==> src/rtl/ibc_pkg.sv <==
package ibc_pkg;

  typedef enum logic [1:0] {
    MODE_NORMAL = 2'b00,
    MODE_SKIP   = 2'b01,
    MODE_DUP    = 2'b10
  } mode_e;

  // Two-bit range test: 01 means >= +0.5, 10 means < -0.5
  function automatic mode_e range_class(input logic [1:0] top2);
    case (top2)
      2'b01:   return MODE_SKIP;
      2'b10:   return MODE_DUP;
      default: return MODE_NORMAL;
    endcase
  endfunction

  // Load period in enabled clocks for a given basepoint mode
  function automatic int unsigned period_of(input mode_e m, input int unsigned base);
    case (m)
      MODE_SKIP: return base + 1;
      MODE_DUP:  return base - 1;
      default:   return base;
    endcase
  endfunction

endpackage

==> src/rtl/ibc_load_timer.sv <==
module ibc_load_timer
  import ibc_pkg::*;
#(
  parameter int unsigned BASE_PERIOD = 4,
  parameter int unsigned CNT_W       = 3
) (
  input  logic  clk,
  input  logic  rst_n,
  input  logic  run_en,
  input  mode_e cur_mode,
  output logic  load_edge
);

  logic [CNT_W-1:0] cnt_q;
  logic [CNT_W-1:0] last_cnt;
  logic             at_end;

  always_comb begin
    last_cnt = CNT_W'(period_of(cur_mode, BASE_PERIOD) - 1);
    at_end   = (cnt_q == last_cnt);
  end

  assign load_edge = run_en && at_end;

  always_ff @(posedge clk or negedge rst_n) begin
    if (!rst_n) begin
      cnt_q <= '0;
    end else if (run_en) begin
      cnt_q <= at_end ? '0 : cnt_q + CNT_W'(1);
    end
  end

endmodule

==> src/rtl/ibc_frac_acc.sv <==
module ibc_frac_acc
  import ibc_pkg::*;
#(
  parameter int unsigned MU_W = 16
) (
  input  logic            clk,
  input  logic            rst_n,
  input  logic            take,
  input  logic [MU_W-1:0] step,
  output logic [MU_W-1:0] mu,
  output mode_e           mode,
  output logic            wrap_evt
);

  localparam logic [MU_W-1:0] ONE_UNIT = {1'b1, {(MU_W-1){1'b0}}};

  // Adding or removing 1.0 in Q1.(MU_W-1) is a flip of the sign bit
  function automatic logic [MU_W-1:0] shift_unit(input logic [MU_W-1:0] v);
    return v ^ ONE_UNIT;
  endfunction

  logic [MU_W-1:0] mu_q;
  mode_e           mode_q;
  logic [MU_W-1:0] sum;
  mode_e           nxt_mode;

  always_comb begin
    sum      = mu_q + step;
    nxt_mode = range_class(sum[MU_W-1 -: 2]);
  end

  assign wrap_evt = take && (nxt_mode != MODE_NORMAL);

  always_ff @(posedge clk or negedge rst_n) begin
    if (!rst_n) begin
      mu_q   <= '0;
      mode_q <= MODE_NORMAL;
    end else if (take) begin
      mu_q   <= (nxt_mode == MODE_NORMAL) ? sum : shift_unit(sum);
      mode_q <= nxt_mode;
    end
  end

  assign mu   = mu_q;
  assign mode = mode_q;

endmodule

==> src/rtl/interp_basepoint_ctrl.sv <==
module interp_basepoint_ctrl
  import ibc_pkg::*;
#(
  parameter int unsigned MU_W        = 16,
  parameter int unsigned BASE_PERIOD = 4
) (
  input  logic            clk,
  input  logic            rst_n,
  input  logic            run_en,
  input  logic [MU_W-1:0] frac_step,
  output logic [MU_W-1:0] frac_mu,
  output logic [1:0]      base_mode,
  output logic            hold_load,
  output logic            out_valid
);

  localparam int unsigned CNT_W = $clog2(BASE_PERIOD + 2);

  mode_e cur_mode;
  logic  load_edge;
  logic  wrap_evt;
  logic  load_q;
  logic  valid_q;

  ibc_load_timer #(
    .BASE_PERIOD(BASE_PERIOD),
    .CNT_W      (CNT_W)
  ) u_timer (
    .clk      (clk),
    .rst_n    (rst_n),
    .run_en   (run_en),
    .cur_mode (cur_mode),
    .load_edge(load_edge)
  );

  ibc_frac_acc #(
    .MU_W(MU_W)
  ) u_acc (
    .clk     (clk),
    .rst_n   (rst_n),
    .take    (load_edge),
    .step    (frac_step),
    .mu      (frac_mu),
    .mode    (cur_mode),
    .wrap_evt(wrap_evt)
  );

  always_ff @(posedge clk or negedge rst_n) begin
    if (!rst_n) begin
      load_q  <= 1'b0;
      valid_q <= 1'b0;
    end else begin
      load_q  <= load_edge;
      valid_q <= load_q;
    end
  end

  assign base_mode = cur_mode;
  assign hold_load = load_q;
  assign out_valid = valid_q;

endmodule

==> config.mk <==
export PLATFORM = sky130hd
export DESIGN_NAME = interp_basepoint_ctrl
export DESIGN_NICKNAME = d
export VERILOG_FILES = /design/src/rtl/ibc_pkg.sv /design/src/rtl/ibc_load_timer.sv /design/src/rtl/ibc_frac_acc.sv /design/src/rtl/interp_basepoint_ctrl.sv
export SDC_FILE = /design/constraint.sdc
export NUM_CORES = 1
export LEC_CHECK = 0
export ABC_AREA = 1
export CAP_MARGIN = 20
export CORE_ASPECT_RATIO = 2
export CORE_MARGIN = 2
export CORE_UTILIZATION = 51
export DETAILED_ROUTE_END_ITERATION = 12
export HOLD_SLACK_MARGIN = 0.08
export PLACE_DENSITY = 0.87
export SYNTH_ARGS = -nofsm -noshare
export SYNTH_HDL_FRONTEND = slang
export SYNTH_SLANG_ARGS = --single-unit
==> constraint.sdc <==
create_clock -name clk -period 2.5 [get_ports clk]
set_input_delay 0.5 -clock clk [delete_from_list [all_inputs] [get_ports clk]]
set_output_delay 0.5 -clock clk [all_outputs]
set_load 0.03 [all_outputs]
==> impl_metrics.ini, run 1 <==
[drt]
dr.pass1.iters = 5
wl_per_cell_um = 12.91
route.detailed.drc = 0
drtAntennaViolNets = 0
drt-total-wl_um = 4104
vias = 1748
viasPerCell = 5.497
drtIter0Drc = 30

[setup_path]
rrSetupSlack_ps = 580
critPathCapture = u_acc.mode[1]
worst_ep_required_time_ps = 2660
reg2reg_to = u_acc.mode[1]
cp.arrival_ps = 2330
path_class = primary input to flop
end_kind = flop
ff2ff_path_depth = 12
startpoint_type = primary input
crit_start = frac_step[0]
r2r_start = u_acc.mu[0]
crit_path_max_fanout = 3

[sta]
setup_tns_ps = 0
finalHoldViolCount = 0
fin_crit_ps = 2167
slew_viol_final = 0
setup_ws_ps = 332.6
period_share = 0.8670
setup_viol = 0
rsz0062_at_grt = false
tightest_slew_ps = 308.0
max_clock_freq_mhz = 461.4
skew_ps = 4.088
relSlewSlack = 0.7940

[floorplan]
initial_utilization = 0.5202
die_area_um2 = 3919
core.rowCount = 30
num_io_pins = 39
coreArea_um2 = 3341
fp.dieH_um = 86.56
die_w_um = 45.28

[layout]
fillCellCount = 292
drive_above_1_share = 0.05594
diodes = 0
synthToLayoutAreaGrowth_pct = 27.65
finish.net_count = 325
multi_input_area_um2 = 1072
final-seq-area_um2 = 550.5

[power]
powerDensity_nw_per_um2 = 1294
p_leak_uw = 0.001189
vdd_ir_drop_max_mv = 0.6658

[global_routing]
met1_usage = 0.2411
antenna_found_initial = 0
overflow = 0
grt_busiest_layer = met2
grt_pass1_vias = 1750
grt_max_degree = 23
grt.total_usage = 0.2328
grtUsageMet3 = 0.02292
grt_pass1_wl_um = 6927
use_met2 = 0.4156

[yosys]
synth_most_common_cell = nand2_1
synth-seq-cells = 22
synthArstFlopShare = 1.000
syn_nets = 282
ys.warnings.count = 0
synth.avg_cell_area_um2 = 7.123
netlist_top_cells_area = dfrtp_1 (32%), nand2_1 (20%), ha_1 (13%)
synth_top_area_cell = dfrtp_1
synthFlopType = dfrtp_1
post_synth_inst_count = 244
synth_edf_count = 0
ys_top_cells_by_count = nand2_1 (94), inv_1 (24), dfrtp_1 (22)
synth_top_area_frac = 0.3168
syn_area_um2 = 1738
ys_seq_area_frac = 0.3168
netlist-cell-type-count = 27

[clocking]
postCtsSetupRepairBufs = 0
clock-root-buffer = clkbuf_8
cts_resized = 0
cts_buffer_depth = 2
cts_tree = built
cts.sinks = 22
cts_inserted_buffers = 3
clk_latency_ps = 260
hold_buffers = 0
path_clk_slew_ps = 80
htree_levels = 1

[place]
port_buffers = 38
dp_slack_ps = 37.57
gp_congestion = 0.9922
dp_hpwl_um = 3327

[min_path]
hold_path_class = flop to flop

[run]
cap_violations = 0

[outcome]
status = finished clean
-- worst min path at each step --
stage	startpoint	endpoint	slack, ps	cells after the start
detailed placement	hold_load	out_valid	360	0
floorplan	rst_n	hold_load	200	0
CTS	hold_load	out_valid	380	0
global route	hold_load	out_valid	390	0
global placement	hold_load	out_valid	360	0
finish	hold_load	out_valid	380	0
-- layer usage --
metal  part of all wire  wire, um
met2               0.56      2304
met3              0.030       125
met4              0.049       201
met5                  0         0
met1               0.36      1473
-- worst max-delay path, cell delays in order --
cell,delay (ps)
clkdlybuf4s50_1,400
ha_1,240
fa_1,400
nand2_1,90
nand2_1,70
nand3_1,70
nand2_1,90
nand2_1,130
nand2_1,80
nand2_1,80
nand2_2,60
nand3_2,70
nand2_1,50
-- cell families after synthesis --
kind of cell,Yosys count,synth area share
AO/OA/AOI/OAI,22,0.06912
XOR/XNOR,11,0.05544
adder cells (fa/ha/maj),19,0.1411
buffers and inverters,29,0.06624
flip-flops,22,0.3168
AND/OR/NAND/NOR,141,0.3513
-- stage by stage --
stage | instance area (um^2) | total power (uW) | utilization | cells | hold WS [ps]
2_1_floorplan | 1738 | 2027 | - | 244 | 204.4
3_3_place_gp | 2163 | 2561 | 0.6476 | 314 | 360.7
3_5_place_dp | 2163 | 2612 | 0.6476 | 314 | 363.2
4_1_cts | 2218 | 2880 | 0.6640 | 318 | 382.0
5_1_grt | 2218 | 3120 | 0.6640 | 318 | 386.1
6_report | 2218 | 2870 | 0.6640 | 318 | 379.5
-- sequential cells by signal, summed over array words and instances, names as in the netlist --
name and count:
u_timer.cnt_q 3, u_acc.mu 15, out_valid 1, hold_load 1, u_acc.mode 2
-- layout by cell type (no fill, tap or decap), drive strengths merged --
cell type / synthesis / layout
o21bai: 1 / 1
buf: 3 / 3
nor2: 12 / 12
clkbuf: 0 / 4
fa: 1 / 1
clkdlybuf4s50: 0 / 38
and3: 1 / 1
o21ai: 10 / 10
xnor2: 9 / 9
nor3: 1 / 1
or2: 2 / 2
dfrtp: 22 / 22
ha: 18 / 18
inv: 26 / 26
nand4: 4 / 4
nand3b: 3 / 3
nand2: 95 / 95
nand3: 20 / 20
a21oi: 11 / 11
and2: 3 / 3
xor2: 2 / 2
-- layout make-up --
class                      instances  area share
tap                               32     0.01805
inverter                          26     0.04399
sequential                        22      0.2482
multi-input combinational        193      0.4834
clock buffer                       4     0.02482
timing repair buffer              41      0.1816
-- report_power, final --
group	internal [uW]	switching (uW)
sequential	519	140
clock	140	119
combinational	785	1170
total	1440	1430
Note: power is estimated with default switching activity, not from simulation.
==> inputs of run 2 (changes only) <==
--- a/config.mk
+++ b/config.mk
@@ -12,7 +12,8 @@
 export CORE_UTILIZATION = 51
 export DETAILED_ROUTE_END_ITERATION = 12
 export HOLD_SLACK_MARGIN = 0.08
-export PLACE_DENSITY = 0.87
+export PLACE_DENSITY = 0.81
+export SLEW_MARGIN = 20
 export SYNTH_ARGS = -nofsm -noshare
 export SYNTH_HDL_FRONTEND = slang
 export SYNTH_SLANG_ARGS = --single-unit
==> impl_metrics.ini, run 2 (synthesized netlist as in run 1, its figures left out) <==
[outcome]
status = finished clean

[setup_path]
rrSetupSlack_ps = 560
r2r_start = u_acc.mu[0]
cp.arrival_ps = 2380
ff2ff_path_depth = 12
startpoint_type = primary input
worst_ep_required_time_ps = 2670
path_class = primary input to flop
reg2reg_to = u_acc.mode[1]
end_kind = flop
crit_path_max_fanout = 3

[layout]
final-seq-area_um2 = 550.5
largest_reg_flops = 15
layout_common_cells = nand2_1 (94), clkdlybuf4s50_1 (38), inv_1 (24)
layout_commonest_cell = nand2_1
multi_input_area_um2 = 1072
finish.net_count = 325
drive_above_1_share = 0.05594
post-route-util = 0.6689
fin_cells = 318
fillCellCount = 304
synthToLayoutAreaGrowth_pct = 28.58
diodes = 0

[drt]
route.detailed.drc = 0
drtAntennaViolNets = 0
dr.pass1.iters = 4
drt-total-wl_um = 4124
wl_per_cell_um = 12.97
vias = 1688
viasPerCell = 5.308
drtIter0Drc = 45

[sta]
tightest_slew_ps = 309.0
setup_viol = 0
skew_ps = 5.248
period_share = 0.8853
max_clock_freq_mhz = 451.8
rsz0062_at_grt = false
fin_crit_ps = 2213
finalHoldViolCount = 0
slew_viol_final = 0
relSlewSlack = 0.7933

[power]
p_leak_uw = 0.001196
p_comb_frac = 0.663
p_int_uw = 1517
seqPwrFrac = 0.223
vdd_ir_drop_max_mv = 0.8663
p_switching_uw = 1427
p_clk_frac = 0.115
swShare = 0.4847
powerDensity_nw_per_um2 = 1318
total_power_uw = 2944

[clocking]
clock-root-buffer = clkbuf_8
postCtsSetupRepairBufs = 0
cts_resized = 0
cts.sinks = 22
cts_buffer_depth = 2
cts_inserted_buffers = 3
htree_levels = 1
path_clk_slew_ps = 90
hold_buffers = 0
clk_latency_ps = 270
cts_tree = built

[place]
port_buffers = 38
gp_congestion = 0.9284
dp_hpwl_um = 3314
dp_cells = 314

[floorplan]
die_area_um2 = 3919
die_w_um = 45.28
core.rowCount = 30
fp.dieH_um = 86.56
num_io_pins = 39
initial_utilization = 0.5202
coreArea_um2 = 3341

[global_routing]
grt_pass1_vias = 1694
grt_max_degree = 23
grt.total_usage = 0.2365
overflow = 0
antenna_found_initial = 0
grt_pass1_wl_um = 6975

[run]
cap_violations = 0

[min_path]
hold_path_class = flop to flop
hold_depth = 0
hold_path_end = out_valid
hp-start = hold_load
-- run 2: cell types whose count changed in the layout (fill, tap and decap cells not counted), sizes merged --
cell and delta:
bufinv +1, clkbuf -1
-- run 2: power groups by stage --
stage	combinational (uW)	sequential (uW)	clock [uW]
2_1_floorplan	1120	908	0
3_3_place_gp	1910	661	0
3_5_place_dp	1950	667	0
4_1_cts	1960	660	346
5_1_grt	2180	682	357
6_report	1950	656	338
-- run 2: cell type report --
cell class / count / share of cell area
Clock buffer: 3 / 0.01848
Clock inverter: 1 / 0.01344
Inverter: 26 / 0.04367
Multi-Input combinational cell: 193 / 0.4798
Sequential cell: 22 / 0.2464
Tap cell: 32 / 0.01792
Timing Repair Buffer: 41 / 0.1803
-- run 2: per-layer routing --
metal  global-route usage  up-vias  share of wire  wire length [um]
met3              0.02083        8          0.019                80
met4               0.1016        0          0.021                87
met5                    0        -              0                 0
met2               0.4494       27           0.58              2396
li1                     -      861              -                 -
met1               0.2437      792           0.38              1560
-- run 2: worst max path at each step --
stage,from,end,slack (ps),depth (start not counted)
6_report,frac_step[0],u_acc.mode[1],290,13
3_5_place_dp,frac_step[0],u_acc.mode[1],-3,13
3_3_place_gp,frac_step[0],u_acc.mode[1],90,13
4_1_cts,frac_step[0],u_acc.mode[1],270,13
2_1_floorplan,u_acc.mu[0],u_acc.mode[1],570,12
5_1_grt,frac_step[0],u_acc.mode[0],90,13
-- run 2: per-stage QoR --
step | TNS (ps) | worst slack [ps] | instance area, um^2 | hold slack [ps]
after floorplan | 0 | 569.7 | 1738 | 204.4
after global placement | 0 | 92.03 | 2163 | 362.0
after detailed placement | -2.998 | -2.998 | 2163 | 363.9
after CTS | 0 | 269.0 | 2235 | 384.4
after global routing | 0 | 92.90 | 2235 | 402.4
final | 0 | 286.8 | 2235 | 382.1
-- run 2: worst max-delay path, stage by stage --
cell	delay [ps]
clkdlybuf4s50_1	420
ha_1	230
fa_1	410
nand2_1	80
nand2_1	80
nand3_1	80
nand2_1	90
nand2_1	140
nand2_1	80
nand2_1	90
nand2_2	70
nand3_2	70
nand2_1	40
==> inputs of run 3 (changes only) <==
--- a/config.mk
+++ b/config.mk
@@ -10,6 +10,7 @@
 export CORE_ASPECT_RATIO = 2
 export CORE_MARGIN = 2
 export CORE_UTILIZATION = 51
+export CTS_BUF_LIST = sky130_fd_sc_hd__clkbuf_4 sky130_fd_sc_hd__clkbuf_8 sky130_fd_sc_hd__clkbuf_16
 export DETAILED_ROUTE_END_ITERATION = 12
 export HOLD_SLACK_MARGIN = 0.08
 export PLACE_DENSITY = 0.81
@@ -17,3 +18,4 @@
 export SYNTH_ARGS = -nofsm -noshare
 export SYNTH_HDL_FRONTEND = slang
 export SYNTH_SLANG_ARGS = --single-unit
+export TNS_END_PERCENT = 5
==> results of run 3 <==
Same layout as run 2: the final DEF is identical, and so are final timing and power.
